## src/rtl/spare_repair_pkg.sv

```systemverilog
package spare_repair_pkg;

    typedef enum logic [2:0] {
        ST_IDLE     = 3'd0,
        ST_WR_TRUE  = 3'd1,
        ST_RD_TRUE  = 3'd2,
        ST_WR_COMP  = 3'd3,
        ST_RD_COMP  = 3'd4,
        ST_NEXT     = 3'd5,
        ST_DONE     = 3'd6
    } sweep_state_e;

    localparam logic [7:0] SWEEP_BYTE = 8'hA5;

    // Repeat one byte across a wide word; callers slice to their data width.
    function automatic logic [63:0] spread_byte(logic [7:0] b);
        return {8{b}};
    endfunction

    function automatic logic is_resting(sweep_state_e s);
        return (s == ST_IDLE) || (s == ST_DONE);
    endfunction

endpackage

```

## src/rtl/march_sequencer.sv

```systemverilog
module march_sequencer
    import spare_repair_pkg::*;
#(
    parameter int ADDR_W = 10,
    parameter int DATA_W = 16
) (
    input  logic              clk,
    input  logic              rst,
    input  logic              start,
    input  logic [DATA_W-1:0] rd_data,
    output logic              busy,
    output logic              done,
    output logic              clear_map,
    output logic              mem_en,
    output logic              mem_we,
    output logic [ADDR_W-1:0] mem_addr,
    output logic [DATA_W-1:0] mem_wdata,
    output logic              alloc_req,
    output logic [ADDR_W-1:0] alloc_addr
);

    localparam logic [DATA_W-1:0] PAT_TRUE = DATA_W'(spread_byte(SWEEP_BYTE));
    localparam logic [DATA_W-1:0] PAT_COMP = ~PAT_TRUE;
    localparam logic [ADDR_W-1:0] ADDR_LAST = {ADDR_W{1'b1}};

    sweep_state_e      state;
    logic [ADDR_W-1:0] addr;
    logic              fail_seen;
    logic              mismatch;
    logic              accept;

    assign accept = start && is_resting(state);

    always_comb begin
        mem_en    = 1'b0;
        mem_we    = 1'b0;
        mem_wdata = PAT_TRUE;
        mismatch  = 1'b0;
        unique case (state)
            ST_WR_TRUE: begin
                mem_en = 1'b1;
                mem_we = 1'b1;
            end
            ST_RD_TRUE: begin
                mem_en   = 1'b1;
                mismatch = (rd_data != PAT_TRUE);
            end
            ST_WR_COMP: begin
                mem_en    = 1'b1;
                mem_we    = 1'b1;
                mem_wdata = PAT_COMP;
            end
            ST_RD_COMP: begin
                mem_en    = 1'b1;
                mem_wdata = PAT_COMP;
                mismatch  = (rd_data != PAT_COMP);
            end
            default: ;
        endcase
    end

    always_ff @(posedge clk) begin
        if (rst) begin
            state     <= ST_IDLE;
            addr      <= '0;
            fail_seen <= 1'b0;
        end else begin
            unique case (state)
                ST_IDLE, ST_DONE: begin
                    if (start) begin
                        state     <= ST_WR_TRUE;
                        addr      <= '0;
                        fail_seen <= 1'b0;
                    end
                end
                ST_WR_TRUE: state <= ST_RD_TRUE;
                ST_RD_TRUE: begin
                    fail_seen <= fail_seen | mismatch;
                    state     <= ST_WR_COMP;
                end
                ST_WR_COMP: state <= ST_RD_COMP;
                ST_RD_COMP: begin
                    fail_seen <= fail_seen | mismatch;
                    state     <= ST_NEXT;
                end
                ST_NEXT: begin
                    fail_seen <= 1'b0;
                    if (addr == ADDR_LAST) begin
                        state <= ST_DONE;
                    end else begin
                        addr  <= addr + 1'b1;
                        state <= ST_WR_TRUE;
                    end
                end
                default: state <= ST_IDLE;
            endcase
        end
    end

    assign mem_addr   = addr;
    assign busy       = !is_resting(state);
    assign done       = (state == ST_DONE);
    assign clear_map  = accept;
    // One request per address, after both passes, so a word failing twice maps once.
    assign alloc_req  = (state == ST_NEXT) && fail_seen;
    assign alloc_addr = addr;

endmodule

```

## src/rtl/spare_tag_store.sv

```systemverilog
module spare_tag_store #(
    parameter int ADDR_W     = 10,
    parameter int DATA_W     = 16,
    parameter int NUM_SPARES = 8
) (
    input  logic                                clk,
    input  logic                                rst,
    input  logic                                clear,
    input  logic [ADDR_W-1:0]                   look_addr,
    input  logic                                wr_en,
    input  logic [DATA_W-1:0]                   wr_data,
    output logic                                hit,
    output logic [DATA_W-1:0]                   hit_data,
    input  logic                                alloc_req,
    input  logic [ADDR_W-1:0]                   alloc_addr,
    output logic [NUM_SPARES-1:0]               valid_vec,
    output logic [$clog2(NUM_SPARES+1)-1:0]     used_count,
    output logic                                overflow
);

    localparam int IDX_W = (NUM_SPARES > 1) ? $clog2(NUM_SPARES) : 1;
    localparam int CNT_W = $clog2(NUM_SPARES + 1);

    logic [ADDR_W-1:0]     tag_q  [NUM_SPARES];
    logic [DATA_W-1:0]     data_q [NUM_SPARES];
    logic [NUM_SPARES-1:0] valid_q;
    logic [NUM_SPARES-1:0] look_match;
    logic [NUM_SPARES-1:0] alloc_match;
    logic [IDX_W-1:0]      free_idx;
    logic                  free_found;
    logic                  alloc_do;

    // Lowest-numbered free entry.
    always_comb begin
        free_found = 1'b0;
        free_idx   = '0;
        for (int i = NUM_SPARES - 1; i >= 0; i--) begin
            if (!valid_q[i]) begin
                free_found = 1'b1;
                free_idx   = IDX_W'(i);
            end
        end
    end

    assign alloc_do = alloc_req && !(|alloc_match) && free_found;

    for (genvar g = 0; g < NUM_SPARES; g++) begin : g_entry
        assign look_match[g]  = valid_q[g] && (tag_q[g] == look_addr);
        assign alloc_match[g] = valid_q[g] && (tag_q[g] == alloc_addr);

        always_ff @(posedge clk) begin
            if (rst || clear) begin
                valid_q[g] <= 1'b0;
                tag_q[g]   <= '0;
                data_q[g]  <= '0;
            end else if (alloc_do && (free_idx == IDX_W'(g))) begin
                valid_q[g] <= 1'b1;
                tag_q[g]   <= alloc_addr;
                data_q[g]  <= '0;
            end else if (wr_en && look_match[g]) begin
                data_q[g]  <= wr_data;
            end
        end
    end

    // Tags are unique, so an OR of the gated words selects the single match.
    always_comb begin
        hit_data = '0;
        for (int i = 0; i < NUM_SPARES; i++) begin
            hit_data = hit_data | (data_q[i] & {DATA_W{look_match[i]}});
        end
    end

    assign hit = |look_match;

    always_ff @(posedge clk) begin
        if (rst || clear) begin
            used_count <= '0;
            overflow   <= 1'b0;
        end else if (alloc_req && !(|alloc_match)) begin
            if (free_found) begin
                used_count <= used_count + CNT_W'(1);
            end else begin
                overflow <= 1'b1;
            end
        end
    end

    assign valid_vec = valid_q;

endmodule

```

## src/rtl/spare_word_repair.sv

```systemverilog
module spare_word_repair
    import spare_repair_pkg::*;
#(
    parameter int ADDR_W     = 10,
    parameter int DATA_W     = 16,
    parameter int NUM_SPARES = 8
) (
    input  logic                            clk,
    input  logic                            rst,
    input  logic                            test_start,
    output logic                            test_busy,
    output logic                            test_done,
    output logic                            spare_overflow,
    output logic [$clog2(NUM_SPARES+1)-1:0] mapped_count,
    output logic [NUM_SPARES-1:0]           spare_valid,
    input  logic                            cpu_req,
    input  logic                            cpu_we,
    input  logic [ADDR_W-1:0]               cpu_addr,
    input  logic [DATA_W-1:0]               cpu_wdata,
    output logic [DATA_W-1:0]               cpu_rdata,
    output logic                            cpu_stall,
    output logic                            mem_en,
    output logic                            mem_we,
    output logic [ADDR_W-1:0]               mem_addr,
    output logic [DATA_W-1:0]               mem_wdata,
    input  logic [DATA_W-1:0]               mem_rdata
);

    logic              seq_busy;
    logic              seq_clear;
    logic              seq_en;
    logic              seq_we;
    logic [ADDR_W-1:0] seq_addr;
    logic [DATA_W-1:0] seq_wdata;
    logic              seq_alloc;
    logic [ADDR_W-1:0] seq_alloc_addr;
    logic              cpu_go;
    logic              spare_hit;
    logic [DATA_W-1:0] spare_data;

    march_sequencer #(
        .ADDR_W(ADDR_W),
        .DATA_W(DATA_W)
    ) u_seq (
        .clk       (clk),
        .rst       (rst),
        .start     (test_start),
        .rd_data   (mem_rdata),
        .busy      (seq_busy),
        .done      (test_done),
        .clear_map (seq_clear),
        .mem_en    (seq_en),
        .mem_we    (seq_we),
        .mem_addr  (seq_addr),
        .mem_wdata (seq_wdata),
        .alloc_req (seq_alloc),
        .alloc_addr(seq_alloc_addr)
    );

    assign cpu_go = cpu_req && !seq_busy;

    spare_tag_store #(
        .ADDR_W    (ADDR_W),
        .DATA_W    (DATA_W),
        .NUM_SPARES(NUM_SPARES)
    ) u_store (
        .clk       (clk),
        .rst       (rst),
        .clear     (seq_clear),
        .look_addr (cpu_addr),
        .wr_en     (cpu_go && cpu_we),
        .wr_data   (cpu_wdata),
        .hit       (spare_hit),
        .hit_data  (spare_data),
        .alloc_req (seq_alloc),
        .alloc_addr(seq_alloc_addr),
        .valid_vec (spare_valid),
        .used_count(mapped_count),
        .overflow  (spare_overflow)
    );

    // External port: owned by the sweep while it runs, by the processor otherwise.
    always_comb begin
        if (seq_busy) begin
            mem_en    = seq_en;
            mem_we    = seq_we;
            mem_addr  = seq_addr;
            mem_wdata = seq_wdata;
        end else begin
            mem_en    = cpu_go;
            mem_we    = cpu_go && cpu_we;
            mem_addr  = cpu_addr;
            mem_wdata = cpu_wdata;
        end
    end

    assign cpu_rdata = spare_hit ? spare_data : mem_rdata;
    assign cpu_stall = seq_busy;
    assign test_busy = seq_busy;

endmodule

```

## config.mk

```make
export PLATFORM = sky130hd
export DESIGN_NAME = spare_word_repair
export DESIGN_NICKNAME = d
export VERILOG_FILES = /design/src/rtl/spare_repair_pkg.sv /design/src/rtl/march_sequencer.sv /design/src/rtl/spare_tag_store.sv /design/src/rtl/spare_word_repair.sv
export SDC_FILE = /design/constraint.sdc
export NUM_CORES = 1
export LEC_CHECK = 0
export ABC_AREA = 1
export BUFFER_PORTS_ARGS = -buffer_cell sky130_fd_sc_hd__buf_4
export CORE_UTILIZATION = 45
export DETAILED_ROUTE_END_ITERATION = 6
export PLACE_DENSITY = 0.7
export SYNTH_ARGS = -nofsm -noshare
export SYNTH_HDL_FRONTEND = slang
export SYNTH_SLANG_ARGS = --single-unit
```

## constraint.sdc

```tcl
create_clock -name clk -period 7.3 [get_ports clk]
set_clock_uncertainty 0.2 [all_clocks]
set_input_delay 1.095 -clock clk [delete_from_list [all_inputs] [get_ports clk]]
set_output_delay 1.095 -clock clk [all_outputs]
set_load 0.005 [all_outputs]
```

==> flow_summary.yaml <==
clocking:
  cts_made_buffers: 26
  cts.path.max_buffers: 3
  ctsResizeCount: 0
  cts_setup_buffers: 0
  clkSlewWorstSetupHoldPaths_ps: 60
  clkLatencyLatePin_ps: 560
  cts_tree: "built"
  htreeDepth: 1
  clock_sinks: 235
  cts_hold_buf: 0
  cts_root_buffer: "clkbuf_16"
global_routing:
  grt_antenna_before_repair: 0
  grt_use_met1: 0.398
  grt_max_degree: 57
  grt_util_met3: 0.0422
  grt_busiest_layer: "met2"
  overflow: 0
  grt.met2_usage: 0.487
  grt_pass1_wl_um: 68000
  track_usage: 0.296
  grt_pass1_vias: 11345
yosys:
  synth_top_area_cell: "edfxtp_1"
  synth_top_area_frac: 0.465
  synth-edff-count: 208
  syn_nets: 1608
  netlist_area_sq_um: 13400
  synthSimpleGateAreaFrac: 0.329
  synth_ff_type: "edfxtp_1"
  yosys-top-cells-count: "375 x nand2_1, 261 x nor2_1, 208 x edfxtp_1"
  synthAdderAreaFrac: 0.00186
  yosys_warnings: 0
  ys_top_cells_by_area: "edfxtp_1 47%, nand2_1 10%, nor2_1 7.3%"
  yosysMostFrequentCell: "nand2_1"
  synth.avg_cell_area_sq_um: 8.61
  seq_area_frac_synth: 0.506
  ys_ff_latch: 235
  synthArstFlopShare: 0
  synthXorXnorAreaFrac: 0.0300
  synth-compound-area-share: 0.0523
  synthCells: 1559
  ys_types: 52
  synth.area.mux_share: 0
  synth_top_family_by_area: "simple AND/OR/NAND/NOR gates"
status:
  status: "finished, final reports clean"
layout:
  nNetsFinal: 1689
  fillCellCount: 2744
  area_delta_synth_final_pct: 12.9
  design_area_sq_um: 15100
  diodes: 0
  drive_gt1_frac: 0.161
  utilization: 0.522
floorplan:
  boundaryPins: 107
  die_w_um: 175
  die-area_sq_um: 30500
  row_count: 62
  start_util: 0.463
  die_h_um: 175
  core_area_sq_um: 29000
sta:
  tns_ps: 0
  slew_violations: 0
  rsz0062_at_grt: "no"
  period_share: 0.676
  fmax_mhz: 203
  worst_pin_slew_ps: 1110
  fin_crit_ps: 4940
  hold_viol: 0
  relSlewSlack: 0.258
  setup_violations: 0
power:
  ir_drop_v: 0.000170
  power.leakage_nw: 6.21
  powerDensity_nw_per_um2: 224
worst_hold_path:
  hold_path.class: "register to register"
  hold_depth: 2
  min_from: "u_store.overflow"
detailed_routing:
  ant_nets: 0
  vias_per_cell: 5.66
  wl_per_cell_um: 21.8
  vias: 11567
  drtIter0Drc: 1219
  drt_first_pass_iters: 6
  route.detailed.drc: 0
  wl_um: 44600
place:
  numPortBuffers: 106
  post_dp_cell_area_sq_um: 14300
  dpl.hpwl_um: 30700
  gp_congestion: 0.986
setup_path:
  crit_path_start_kind: "input pin"
  critical_path_arrival_ps: 3640
  crit_top_cell: "nand2_1"
  path_depth: 14
  slowest_stage: "nor2_1"
  crit_chain: "buf_4 -> inv_1 -> o22ai_1 -> nor2_1 -> nand2_1 -> nor2_1 -> nand2_1 -> nand2_1 -> nor2_1 -> nand2_4 -> inv_2 -> nand2_1 -> nand3_1 -> buf_4"
  r2r_cells: 10
  cp_top_family: "simple AND/OR/NAND/NOR gates"
  cp-startpoint: "cpu_addr[3]"
  critPathBufInv: 4
  worstPathMaxFanout: 16
  critical_path_class: "input pin to primary output"
  cp_slowest_stage_delay_ps: 770
  rr_startpoint: "u_seq.alloc_addr[7]"
  crit_path_end_kind: "primary output"
  worstPathRequired_ps: 6000
run:
  cap_viol_max_count: 0
## layer usage
metal	routed length [um]	part of all wire
met5	0	0
met4	1570	0.035
met3	4110	0.092
met2	21000	0.47
met1	17900	0.40
## worst min-delay path, cell delays in order (launching register included)
cell and delay [ps]:
dfxtp_1 310, inv_1 50, a21oi_1 60
## stage by stage
stage	hold WS [ps]	total power [W]	setup slack [ps]	cells
2_1_floorplan	247	0.00193	3530	1559
3_3_place_gp	243	0.00212	2580	1996
3_5_place_dp	250	0.00213	2460	1996
4_1_cts	260	0.00339	2450	2043
5_1_grt	295	0.00350	2050	2043
6_report	258	0.00340	2360	2043
## path summary, 6_finish.rpt
| kind | end | slack [ps] |
|---|---|---|
| setup reg to reg | u_store.data_q[0][13] | 3000 |
| hold / removal | u_store.overflow | 260 |
| setup / recovery | cpu_rdata[2] | 2360 |
| hold reg to reg | u_store.overflow | 260 |
## where the power goes
group          internal, W  leakage, nW  total (W)  switching [W]
logic             0.000153         3.35   0.000468       0.000315
registers          0.00158         2.46    0.00164      0.0000612
clock network     0.000728        0.405    0.00129       0.000564
total              0.00246         6.21    0.00340       0.000940
## registers in the layout, indices dropped and copies added, names as in the netlist
signal              cells
u_store.data_q        128
u_store.tag_q          80
u_seq.alloc_addr       10
u_store.valid_vec       8
u_store.used_count      4
u_seq.state             3
u_seq.fail_seen         1
u_store.overflow        1
## cell families (layout without fill, tap and decap cells)
| kind of cell | after synthesis | in the layout |
|---|---|---|
| buffers and inverters | 223 | 323 |
| and+or+nand+nor | 935 | 935 |
| DFF | 235 | 235 |
| adders and majority gates | 2 | 2 |
| xor gates and xnor gates | 46 | 46 |
| AOI/OAI and AO/OA | 118 | 118 |
## cell usage in the layout, fill, tap and decap left out, types with 10 or more instances in the layout
cell,count
xnor2_1,25
inv_1,126
a21oi_1,43
nor2_1,261
nor2_2,34
nand3_4,14
clkinv_1,21
xor2_1,21
clkbuf_16,26
nand4_1,34
o22ai_1,25
nand2_1,375
dfxtp_1,27
buf_4,116
inv_2,12
nor3_1,51
nand3_2,10
edfxtp_1,208
o21ai_0,27
nand3_1,111
## cell type report
cell class                 instances  area (sq um)  area share
sequential                       235          6790       0.448
multi-input combinational       1101          5560       0.367
timing repair buffer             116           871      0.0575
clock buffer                      30           666      0.0439
inverter                         160           618      0.0408
tap                              384           480      0.0317
clock inverter                    17           160      0.0106
(Power assumes the default switching activity.)
